$ cat src/rtl/baud_src_pkg.sv
package baud_src_pkg;

   localparam int unsigned CODE_W  = 5;
   localparam int unsigned N_RATES = 22;
   localparam int unsigned N_GIN   = 2;
   localparam int unsigned N_CT    = 2;

   typedef logic [CODE_W-1:0] sel_code_t;

   localparam sel_code_t CODE_GIN0  = 5'b10110;
   localparam sel_code_t CODE_GIN1  = 5'b10111;
   localparam sel_code_t CODE_CT0   = 5'b11000;
   localparam sel_code_t CODE_CT1   = 5'b11001;
   localparam sel_code_t CODE_PIN16 = 5'b11011;
   localparam sel_code_t CODE_PIN1  = 5'b11100;
   localparam sel_code_t CODE_OFF   = 5'b11111;

   typedef enum logic [2:0] {
      SRC_RATE,
      SRC_GIN,
      SRC_CT,
      SRC_PIN,
      SRC_NONE
   } src_kind_t;

   // Baud value for each rate code, at the nominal reference.
   function automatic int unsigned baud_of(input int unsigned idx);
      case (idx)
         0:  return 50;
         1:  return 75;
         2:  return 150;
         3:  return 200;
         4:  return 300;
         5:  return 450;
         6:  return 600;
         7:  return 900;
         8:  return 1200;
         9:  return 1800;
         10: return 2400;
         11: return 3600;
         12: return 4800;
         13: return 7200;
         14: return 9600;
         15: return 14400;
         16: return 19200;
         17: return 28800;
         18: return 38400;
         19: return 57600;
         20: return 115200;
         21: return 230400;
         default: return 0;
      endcase
   endfunction

   // Reference cycles between 16x enables.
   function automatic int unsigned divisor_of(input int unsigned ref_hz,
                                              input int unsigned idx);
      if (baud_of(idx) == 0) return 1;
      return ref_hz / (16 * baud_of(idx));
   endfunction

   function automatic int unsigned max_divisor(input int unsigned ref_hz);
      return divisor_of(ref_hz, 0);
   endfunction

   function automatic src_kind_t kind_of(input sel_code_t c);
      if (c < sel_code_t'(N_RATES)) return SRC_RATE;
      case (c)
         CODE_GIN0, CODE_GIN1:  return SRC_GIN;
         CODE_CT0, CODE_CT1:    return SRC_CT;
         CODE_PIN16, CODE_PIN1: return SRC_PIN;
         default:               return SRC_NONE;
      endcase
   endfunction

endpackage

$ cat src/rtl/baud_src_sync.sv
module baud_src_sync #(
   parameter int unsigned STAGES = 2
) (
   input  logic clk,
   input  logic rst_n,
   input  logic din,
   output logic rise
);

   if (STAGES < 2) begin : g_bad_stages
      $error("baud_src_sync: STAGES must be at least 2");
   end

   logic [STAGES:0] pipe;

   always_ff @(posedge clk or negedge rst_n) begin
      if (!rst_n) pipe <= '0;
      else        pipe <= {pipe[STAGES-1:0], din};
   end

   assign rise = pipe[STAGES-1] & ~pipe[STAGES];

endmodule

$ cat src/rtl/baud_src_div.sv
module baud_src_div
   import baud_src_pkg::*;
#(
   parameter int unsigned REF_HZ = 3686400,
   parameter int unsigned CNT_W  = 13
) (
   input  logic      clk,
   input  logic      rst_n,
   input  logic      restart,
   input  sel_code_t code,
   output logic      tick
);

   localparam int unsigned TAB_N = 2 ** CODE_W;

   logic [CNT_W-1:0] lim_tab [TAB_N];
   logic [CNT_W-1:0] limit;
   logic [CNT_W-1:0] cnt;
   logic             is_rate;

   for (genvar i = 0; i < TAB_N; i++) begin : g_tab
      if (i < N_RATES) begin : g_rate
         assign lim_tab[i] = CNT_W'(divisor_of(REF_HZ, i) - 1);
      end else begin : g_none
         assign lim_tab[i] = '0;
      end
   end

   assign is_rate = (code < sel_code_t'(N_RATES));
   assign limit   = lim_tab[code];

   always_ff @(posedge clk or negedge rst_n) begin
      if (!rst_n)
         cnt <= '0;
      else if (restart || !is_rate || (cnt == limit))
         cnt <= '0;
      else
         cnt <= cnt + 1'b1;
   end

   assign tick = is_rate && (cnt == limit);

endmodule

$ cat src/rtl/baud_src_chan.sv
module baud_src_chan
   import baud_src_pkg::*;
#(
   parameter int unsigned REF_HZ      = 3686400,
   parameter int unsigned CNT_W       = 13,
   parameter int unsigned SYNC_STAGES = 2,
   parameter sel_code_t   RESET_CODE  = CODE_OFF
) (
   input  logic             clk,
   input  logic             rst_n,
   input  logic             sel_we,
   input  sel_code_t        sel_wdata,
   input  logic [N_GIN-1:0] gin_rise,
   input  logic [N_CT-1:0]  ct_rise,
   input  logic             pin_clk,
   output sel_code_t        sel_code,
   output logic             clk_en,
   output logic             mode_1x
);

   logic rate_tick;
   logic pin_rise;

   always_ff @(posedge clk or negedge rst_n) begin
      if (!rst_n)      sel_code <= RESET_CODE;
      else if (sel_we) sel_code <= sel_wdata;
   end

   baud_src_sync #(.STAGES(SYNC_STAGES)) u_pin_sync (
      .clk  (clk),
      .rst_n(rst_n),
      .din  (pin_clk),
      .rise (pin_rise)
   );

   baud_src_div #(.REF_HZ(REF_HZ), .CNT_W(CNT_W)) u_div (
      .clk    (clk),
      .rst_n  (rst_n),
      .restart(sel_we),
      .code   (sel_code),
      .tick   (rate_tick)
   );

   always_comb begin
      case (kind_of(sel_code))
         SRC_RATE: clk_en = rate_tick;
         SRC_GIN:  clk_en = gin_rise[sel_code[0]];
         SRC_CT:   clk_en = ct_rise[sel_code[0]];
         SRC_PIN:  clk_en = pin_rise;
         default:  clk_en = 1'b0;
      endcase
   end

   assign mode_1x = (sel_code == CODE_PIN1);

endmodule

$ cat src/rtl/baud_src_sel.sv
module baud_src_sel
   import baud_src_pkg::*;
#(
   parameter int unsigned REF_HZ      = 3686400,
   parameter int unsigned MAX_REF_HZ  = 8000000,
   parameter int unsigned SYNC_STAGES = 2,
   parameter sel_code_t   RESET_CODE  = CODE_OFF
) (
   input  logic              clk,
   input  logic              rst_n,
   input  logic              rx_csr_we,
   input  logic              tx_csr_we,
   input  logic [CODE_W-1:0] csr_wdata,
   output logic [7:0]        rx_csr_rdata,
   output logic [7:0]        tx_csr_rdata,
   input  logic [N_GIN-1:0]  gen_in,
   input  logic [N_CT-1:0]   ct_in,
   input  logic              rx_ext_clk,
   input  logic              tx_ext_clk,
   output logic              rx_clk_en,
   output logic              tx_clk_en,
   output logic              rx_mode_1x,
   output logic              tx_mode_1x
);

   localparam int unsigned CNT_W  = $clog2(max_divisor(REF_HZ) + 1);
   localparam int unsigned N_CH   = 2;
   localparam int unsigned N_SHR  = N_GIN + N_CT;
   localparam int unsigned TOP_DIV = 16 * 230400;

   if (REF_HZ > MAX_REF_HZ) begin : g_bad_ref
      $error("baud_src_sel: REF_HZ above MAX_REF_HZ");
   end
   if ((REF_HZ % TOP_DIV) != 0) begin : g_bad_ratio
      $error("baud_src_sel: REF_HZ must be a multiple of 16*230400");
   end

   // Shared general and counter/timer inputs, synchronized once.
   logic [N_SHR-1:0] shr_raw;
   logic [N_SHR-1:0] shr_rise;

   assign shr_raw = {ct_in, gen_in};

   for (genvar s = 0; s < N_SHR; s++) begin : g_shr
      baud_src_sync #(.STAGES(SYNC_STAGES)) u_sync (
         .clk  (clk),
         .rst_n(rst_n),
         .din  (shr_raw[s]),
         .rise (shr_rise[s])
      );
   end

   // Channel 0 is the receiver, channel 1 the transmitter.
   logic [N_CH-1:0] ch_we;
   logic [N_CH-1:0] ch_pin;
   logic [N_CH-1:0] ch_en;
   logic [N_CH-1:0] ch_m1x;
   sel_code_t       ch_code [N_CH];

   assign ch_we  = {tx_csr_we, rx_csr_we};
   assign ch_pin = {tx_ext_clk, rx_ext_clk};

   for (genvar c = 0; c < N_CH; c++) begin : g_ch
      baud_src_chan #(
         .REF_HZ     (REF_HZ),
         .CNT_W      (CNT_W),
         .SYNC_STAGES(SYNC_STAGES),
         .RESET_CODE (RESET_CODE)
      ) u_chan (
         .clk      (clk),
         .rst_n    (rst_n),
         .sel_we   (ch_we[c]),
         .sel_wdata(csr_wdata),
         .gin_rise (shr_rise[N_GIN-1:0]),
         .ct_rise  (shr_rise[N_SHR-1:N_GIN]),
         .pin_clk  (ch_pin[c]),
         .sel_code (ch_code[c]),
         .clk_en   (ch_en[c]),
         .mode_1x  (ch_m1x[c])
      );
   end

   assign rx_csr_rdata = {3'b111, ch_code[0]};
   assign tx_csr_rdata = {3'b111, ch_code[1]};
   assign rx_clk_en    = ch_en[0];
   assign tx_clk_en    = ch_en[1];
   assign rx_mode_1x   = ch_m1x[0];
   assign tx_mode_1x   = ch_m1x[1];

endmodule

$ cat config.mk
export PLATFORM = sky130hd
export DESIGN_NAME = baud_src_sel
export DESIGN_NICKNAME = d
export VERILOG_FILES = /design/src/rtl/baud_src_pkg.sv /design/src/rtl/baud_src_sync.sv /design/src/rtl/baud_src_div.sv /design/src/rtl/baud_src_chan.sv /design/src/rtl/baud_src_sel.sv
export SDC_FILE = /design/constraint.sdc
export NUM_CORES = 1
export LEC_CHECK = 0
export BUFFER_PORTS_ARGS = -buffer_cell sky130_fd_sc_hd__clkbuf_2
export CAP_MARGIN = 20
export CORE_UTILIZATION = 61
export CTS_BUF_LIST = sky130_fd_sc_hd__clkbuf_8
export DETAILED_ROUTE_END_ITERATION = 8
export HOLD_SLACK_MARGIN = 0.12
export MAX_ROUTING_LAYER = met4
export PLACE_DENSITY = 0.87
export SYNTH_ARGS = -nofsm -noshare
export SYNTH_HDL_FRONTEND = slang
export SYNTH_HIERARCHICAL = 1
export SYNTH_SLANG_ARGS = --single-unit
$ cat constraint.sdc
create_clock -name clk -period 7.6 [get_ports clk]
set_input_delay 2.28 -clock clk [delete_from_list [all_inputs] [get_ports clk]]
set_output_delay 2.28 -clock clk [all_outputs]
set_load 0.1 [all_outputs]
Word-level counts from Yosys, hierarchy flattened
Memory sizes are Yosys's and may differ from the RTL's.
Cells that the tools add are included.
{"block": "word_totals", "reg_bits": 54, "mem_bits_ro": 832, "inputBits": 15, "out_inout_bits": 20, "word_cells": 94, "mem_count": 2}
{"memory": "(no name shown)", "words": 32, "width": 13, "read_ports": 1, "rd_ports_with_merged_regs": 0, "wr": 0, "line_no": "baud_src_div.sv:30", "text": "assign limit = lim_tab[code];"}
{"memory": "(no name shown)", "words": 32, "width": 13, "read_ports": 1, "rd_ports_with_merged_regs": 0, "wr": 0, "line_no": "baud_src_div.sv:30"}
{"block": "classes", "add_sub_neg": 2, "order_cmp": 6, "eq_ne": 20, "mux": 24, "n_bitwise": 14, "reduce_logical": 16}
{"cell": "$mux 13", "n": 6}
{"cell": "$eq 5x5->1 const B", "n": 12}
{"cell": "$add 13x1->13 const B", "n": 2}
{"cell": "$eq 13x13->1", "n": 2}
{"cell": "$pmux 3 s3", "n": 2}
{"cell": "$eq 3x2->1 const B", "n": 4}
{"cell": "$ge 6x6->1 const B", "n": 2}
{"cell": "$mux 3", "n": 4}
{"cell": "$not 5->6", "n": 2}
{"cell": "$reduce_or 2->1", "n": 6}
{"cell": "$lt 5x5->1 const B", "n": 2}
{"cell": "$mux 1", "n": 10}
{"cell": "$pmux 1 s4", "n": 2}
{"cell": "$and 1x1->1", "n": 6}
{"cell": "$eq 3x1->1 const B", "n": 2}
{"cell": "$logic_not 3->1", "n": 2}
{"cell": "$not 1->1", "n": 6}
{"cell": "$logic_or 1x1->1", "n": 4}
{"cell": "$lt 1x2->1 const B", "n": 2}
{"cell": "$logic_and 1x1->1", "n": 2}
{"cell": "$logic_not 1->1", "n": 2}

Longest topological paths before layout
{"block": "logic_depth", "ltp_word": 7, "ltp_mapped": 11, "depth_no_buf": 10}

By module
The synthesis kept the hierarchy.
{"mod": "baud_src_div", "n_inst": 2, "cells_per_inst": 120, "area_each_um2": 1092.3, "seq_area_each_um2": 325.3}
{"mod": "baud_src_chan", "n_inst": 2, "cells_per_inst": 25, "area_each_um2": 276.5, "seq_area_each_um2": 131.4}
{"mod": "baud_src_sync", "n_inst": 6, "cells_per_inst": 4, "area_each_um2": 88.8, "seq_area_each_um2": 75.1}
{"mod": "baud_src_sel", "n_inst": 1, "cells_per_inst": 7, "area_each_um2": 48.8, "seq_area_each_um2": 0.0}

Least setup slack after synthesis
Ideal clock, no wire load.
{"block": "synth_path", "path_type": "register to output", "startpoint": "register g_ch[0].u_chan.sel_code[4]", "endpoint": "output rx_mode_1x", "t_arrival_ns": 4.170, "required_time_ns": 5.320, "slack_ns": 1.150, "path_stages_with_launch": 3, "n_path_buf": 0, "path_cell_list": "dfstp_2 -> nand2_1 -> nor4b_1"}
{"block": "synth_via", "elab_chain_len": 1}
{"item": "start: declaration", "line_no": "baud_src_chan.sv:16", "text": "output sel_code_t sel_code,"}
{"item": "start signal: assignment", "line_no": "baud_src_chan.sv:26", "text": "else if (sel_we) sel_code <= sel_wdata;"}
{"item": "$eq 5x5->1", "line_no": "baud_src_chan.sv:54", "text": "assign mode_1x = (sel_code == CODE_PIN1);"}
{"item": "end: declaration", "line_no": "baud_src_sel.sv:22", "text": "output logic rx_mode_1x,"}
Every way passes these cells.

Worst setup path in the final report
{"block": "layout_path", "startpoint": "register g_ch[1].u_chan.sel_code[0]", "endpoint": "output tx_clk_en"}
{"block": "layout_via", "elab_chain_len": 7, "elab_cells_between_ends": 28, "classes_between": "1 x order compare; 10 x eq/ne; 10 x mux; 1 x bitwise; 5 x reduce/logical; 1 x memory"}
{"item": "start: declaration", "line_no": "baud_src_chan.sv:16"}
{"item": "start signal: assignment", "line_no": "baud_src_chan.sv:26"}
{"item": "$not 5->6 (implied by the code)", "line_no": "baud_src_div.sv:30"}
{"item": "$mem_v2 32x13"}
{"item": "$mux 13 (implied by the code) (2 in a row)", "line_no": "baud_src_div.sv:30"}
{"item": "$eq 13x13->1", "line_no": "baud_src_div.sv:41", "text": "assign tick = is_rate && (cnt == limit);"}
{"item": "$logic_and 1x1->1 *", "line_no": "baud_src_div.sv:41"}
{"item": "via g_ch[1].u_chan.rate_tick", "line_no": "baud_src_chan.sv:21", "text": "logic rate_tick;"}
{"item": "$pmux 1 s4 *", "line_no": "baud_src_chan.sv:45", "text": "case (kind_of(sel_code))"}
{"item": "end: declaration", "line_no": "baud_src_sel.sv:21", "text": "output logic tx_clk_en,"}
Mark *: on every way through the listed nets, which the timed path passes. The rest lies on a longest branch. The select of a mux whose other input is x is not followed.

==> summary.md <==
| Metric | Value |
|---|---|
| Number of max-cap violations | `0` |
| Power Total | `676 uW` |
| Setup TNS | `0 ps` |
| Peak Freq | `165 MHz` |
| Clock tree root driver cell | `clkbuf_8` |
| # clock sinks | `54` |
| Final count of hold timing violations | `0` |
| Final Instance Count excl. Fillers | `413` |
| Final setup margin | `1550 ps` |
| Worst Setup Start Kind | `flop` |
| Pre-CTS WS | `1920 ps` |
| RSZ-0062 raised after global routing | `false` |
| Post-CTS setup buffer count | `0` |
| Total length of routed wires | `6.38 mm` |
| Outcome | `complete, no violations` |
| DP HPWL | `4.57 mm` |
| Grt ovf | `0` |
| Max Buffers Root-to-Sink | `2` |
| Yosys reg bits | `54` |
| CTS H-tree depth | `2` |
| Skew-Pair Late Insertion Delay | `310 ps` |
| Min-delay worst type | `flop to flop` |
| Row cnt | `26` |
| Routed vias | `2404` |
| Gp weighted congestion | `roughly 0.83` |
| Power density cells | `193 mW/mm^2` |
| CP endpoint kind | `output port` |
| Synth unique cells | `44` |
| Mux share of post-synthesis cell area | `0.0580` |
| DIE AREA | `0.00574 sq mm` |
| CP max FO | `14` |
| Initial Util | `0.642` |
| Placed Instances | `405` |
| Worst Skew | `11.7 ps` |
| CTS buffer count | `5` |
| Drt drc | `0` |
| Largest net degree at the start of global routing | `55` |
| Compound-Gate Fraction of Synth Area | `0.0844` |
| First-pass GRT wire length | `10.2 mm` |
| Vias in the first global route | `2155` |
| Synth Area in Simple Gates | `0.247` |
| Vias per cell | `5.82` |
| Nets | `367` |
| Crit path DAT | `3770 ps` |
| Die H | `75.8 microns` |
| VDD IR max | `roughly 0.11 mV` |
| Initial antenna violation count | `0` |
| IO buf count | `28` |
| CTS-repair resized insts | `0` |
| Synthesis-to-finish area growth | `5.80%` |
| Required @ worst endpoint | `between 5000 and 6000 ps` |
| WL per Instance | `15.5 microns` |
| R2R setup slack | `4710 ps` |
| Worst-path clk slew | `90 ps` |
| Post-layout min period | `around 6000 ps` |
| Synthesized area | `0.00332 sq mm` |
| Crit Path Category | `flop to output port` |
| Sequential element share of the synthesized area | `0.411` |
| Async SR Flop Fraction | `1.00` |
| Pleak | `0.00154 uW` |
| Layout fillers | `380` |
| Final Max Tran Viols | `0` |
| Initial DRC count | `about 200` |
| Top Ports | `35` |
| TritonCTS clock tree | `built` |
| # diodes | `0` |
| Worst slew pin tran | `817 ps` |
| # setup viols final | `0` |
| Antenna-violating nets left | `0` |
| Worst rel slew slack | `0.454` |
| Drt pass-1 iters | `5` |
| Post-synthesis adder-cell area fraction | `0.0377` |
| XOR/XNOR Fraction of Synth Area | `0.106` |
| GRT Total Usage | `0.248` |
| Core area | `0.00517 sq mm` |
| Post-Syn Instances | `between 300 and 400` |
| Post-CTS Hold Fix Bufs | `0` |
| Die X | `between 70 and 80 microns` |
| Syn. warnings | `6` |
| Syn_area_per_cell | `10.3 sq um` |
| Number of synthesized flops with an enable pin | `0` |
| Period utilisation layout | `0.795` |
| Largest family of logic cells by synthesized area | `simple AND/OR/NAND/NOR gates` |
| Layout cell share with drive strength beyond 1 | `0.216` |
| Most used DFF post-synth | `dfrtp_1` |
==> Yosys cell counts (all sizes together), types with 12 or more instances <==
cell type / n / share of area
nor2b: 12 / 0.036
xor2: 14 / 0.037
nor2: 12 / 0.014
nand2: 18 / 0.020
xnor2: 26 / 0.069
dfrtp: 44 / 0.33
a21oi: 16 / 0.026
nor4: 24 / 0.054
nand3: 14 / 0.024
buf: 18 / 0.042
==> logic make-up (layout without fill, tap and decap cells) <==
logic type,Yosys count,after routing
DFF,54,54
adders and majority gates,10,10
muxes,18,18
other,1,6
and+or+nand+nor,126,126
AOI/OAI and AO/OA,42,42
buffers and inverters,30,47
xor gates and xnor gates,40,40
==> cell usage in the layout (no fill, tap or decap), drive strengths merged <==
master / n
buf: 1
nand3b: 2
nor3: 10
xnor2: 26
a31oi: 2
or3: 2
nor4b: 4
xor2: 14
and3b: 2
o21ai: 8
nand4: 4
nor2: 12
and2b: 2
ha: 10
nor2b: 12
nor4: 24
nand3: 14
and4: 2
o32ai: 2
a211oi: 2
inv: 12
nand2: 18
o31ai: 2
dfstp: 10
or2: 2
mux2: 10
a21oi: 16
clkbuf: 33
clkinv: 1
dfrtp: 44
nand2b: 6
and3: 10
conb: 6
o211ai: 2
a21o: 2
a211o: 2
mux2i: 8
o21a: 4
==> layer usage <==
layer	up-vias	wire [microns]	track usage	share of wire
li1	1170	-	-	-
met1	1164	3010	0.345	0.47
met5	-	0	-	0
met2	60	3010	0.362	0.47
met4	0	95	0.0947	0.015
met3	10	270	0.0450	0.042
==> flip-flops by register name, indices dropped and copies added (netlist names) <==
name,flops
g_shr.u_sync/pipe,12
g_ch.u_chan/sel_code,10
g_ch.u_chan/u_pin_sync/pipe,6
g_ch.u_chan/u_div/cnt,26
==> power breakdown <==
group          switching, uW  internal, uW
Clock                   90.9          64.5
Sequential              32.7           305
Combinational            128          55.9
Total                    251           425
==> worst paths after layout <==
kind,cells past startpoint,startpoint,endpoint
max in group asynchronous,2,rst_n,g_ch[1].u_chan/u_div/cnt[12]$_DFF_PN0_
min in group asynchronous,2,rst_n,g_ch[0].u_chan/u_pin_sync/pipe[2]$_DFF_PN0_
worst min-delay path,0,g_shr[3].u_sync/pipe[0]$_DFF_PN0_,g_shr[3].u_sync/pipe[1]$_DFF_PN0_
worst min register to register,0,g_shr[3].u_sync/pipe[0]$_DFF_PN0_,g_shr[3].u_sync/pipe[1]$_DFF_PN0_
worst max register to register,8,g_ch[1].u_chan/sel_code[0]$_DFFE_PN1P_,g_ch[1].u_chan/u_div/cnt[1]$_DFF_PN0_
worst max-delay path,11,g_ch[1].u_chan/sel_code[0]$_DFFE_PN1P_,tx_clk_en
==> cell type report <==
cell class	count	area [sq um]	area share
Multi-Input combinational cell	242	1790	0.509
Sequential cell	54	1360	0.388
Timing Repair Buffer	29	148	0.0420
Tap cell	70	87.6	0.0249
Clock buffer	5	68.8	0.0196
Inverter	10	37.5	0.0107
Clock inverter	3	17.5	0.00499
==> critical path, cell delays in order, from the launching register on <==
cell and delay, ps:
dfstp_2 670, inv_1 110, ha_1 360, nand3b_4 180
xor2_1 160, o32ai_2 230, nand3_2 120, nor4_4 700
and2b_1 210, o21ai_0 110, a21oi_2 140, clkbuf_2 470
==> stage by stage <==
step           cell area [sq um]   util  hold WS (ps)
2_1_floorplan               3340      -           331
3_3_place_gp                3430  0.662           335
3_5_place_dp                3430  0.662           335
4_1_cts                     3510  0.679           355
5_1_grt                     3510  0.679           363
6_report                    3510  0.679           352
No activity file was read; power rests on OpenSTA's default activity.
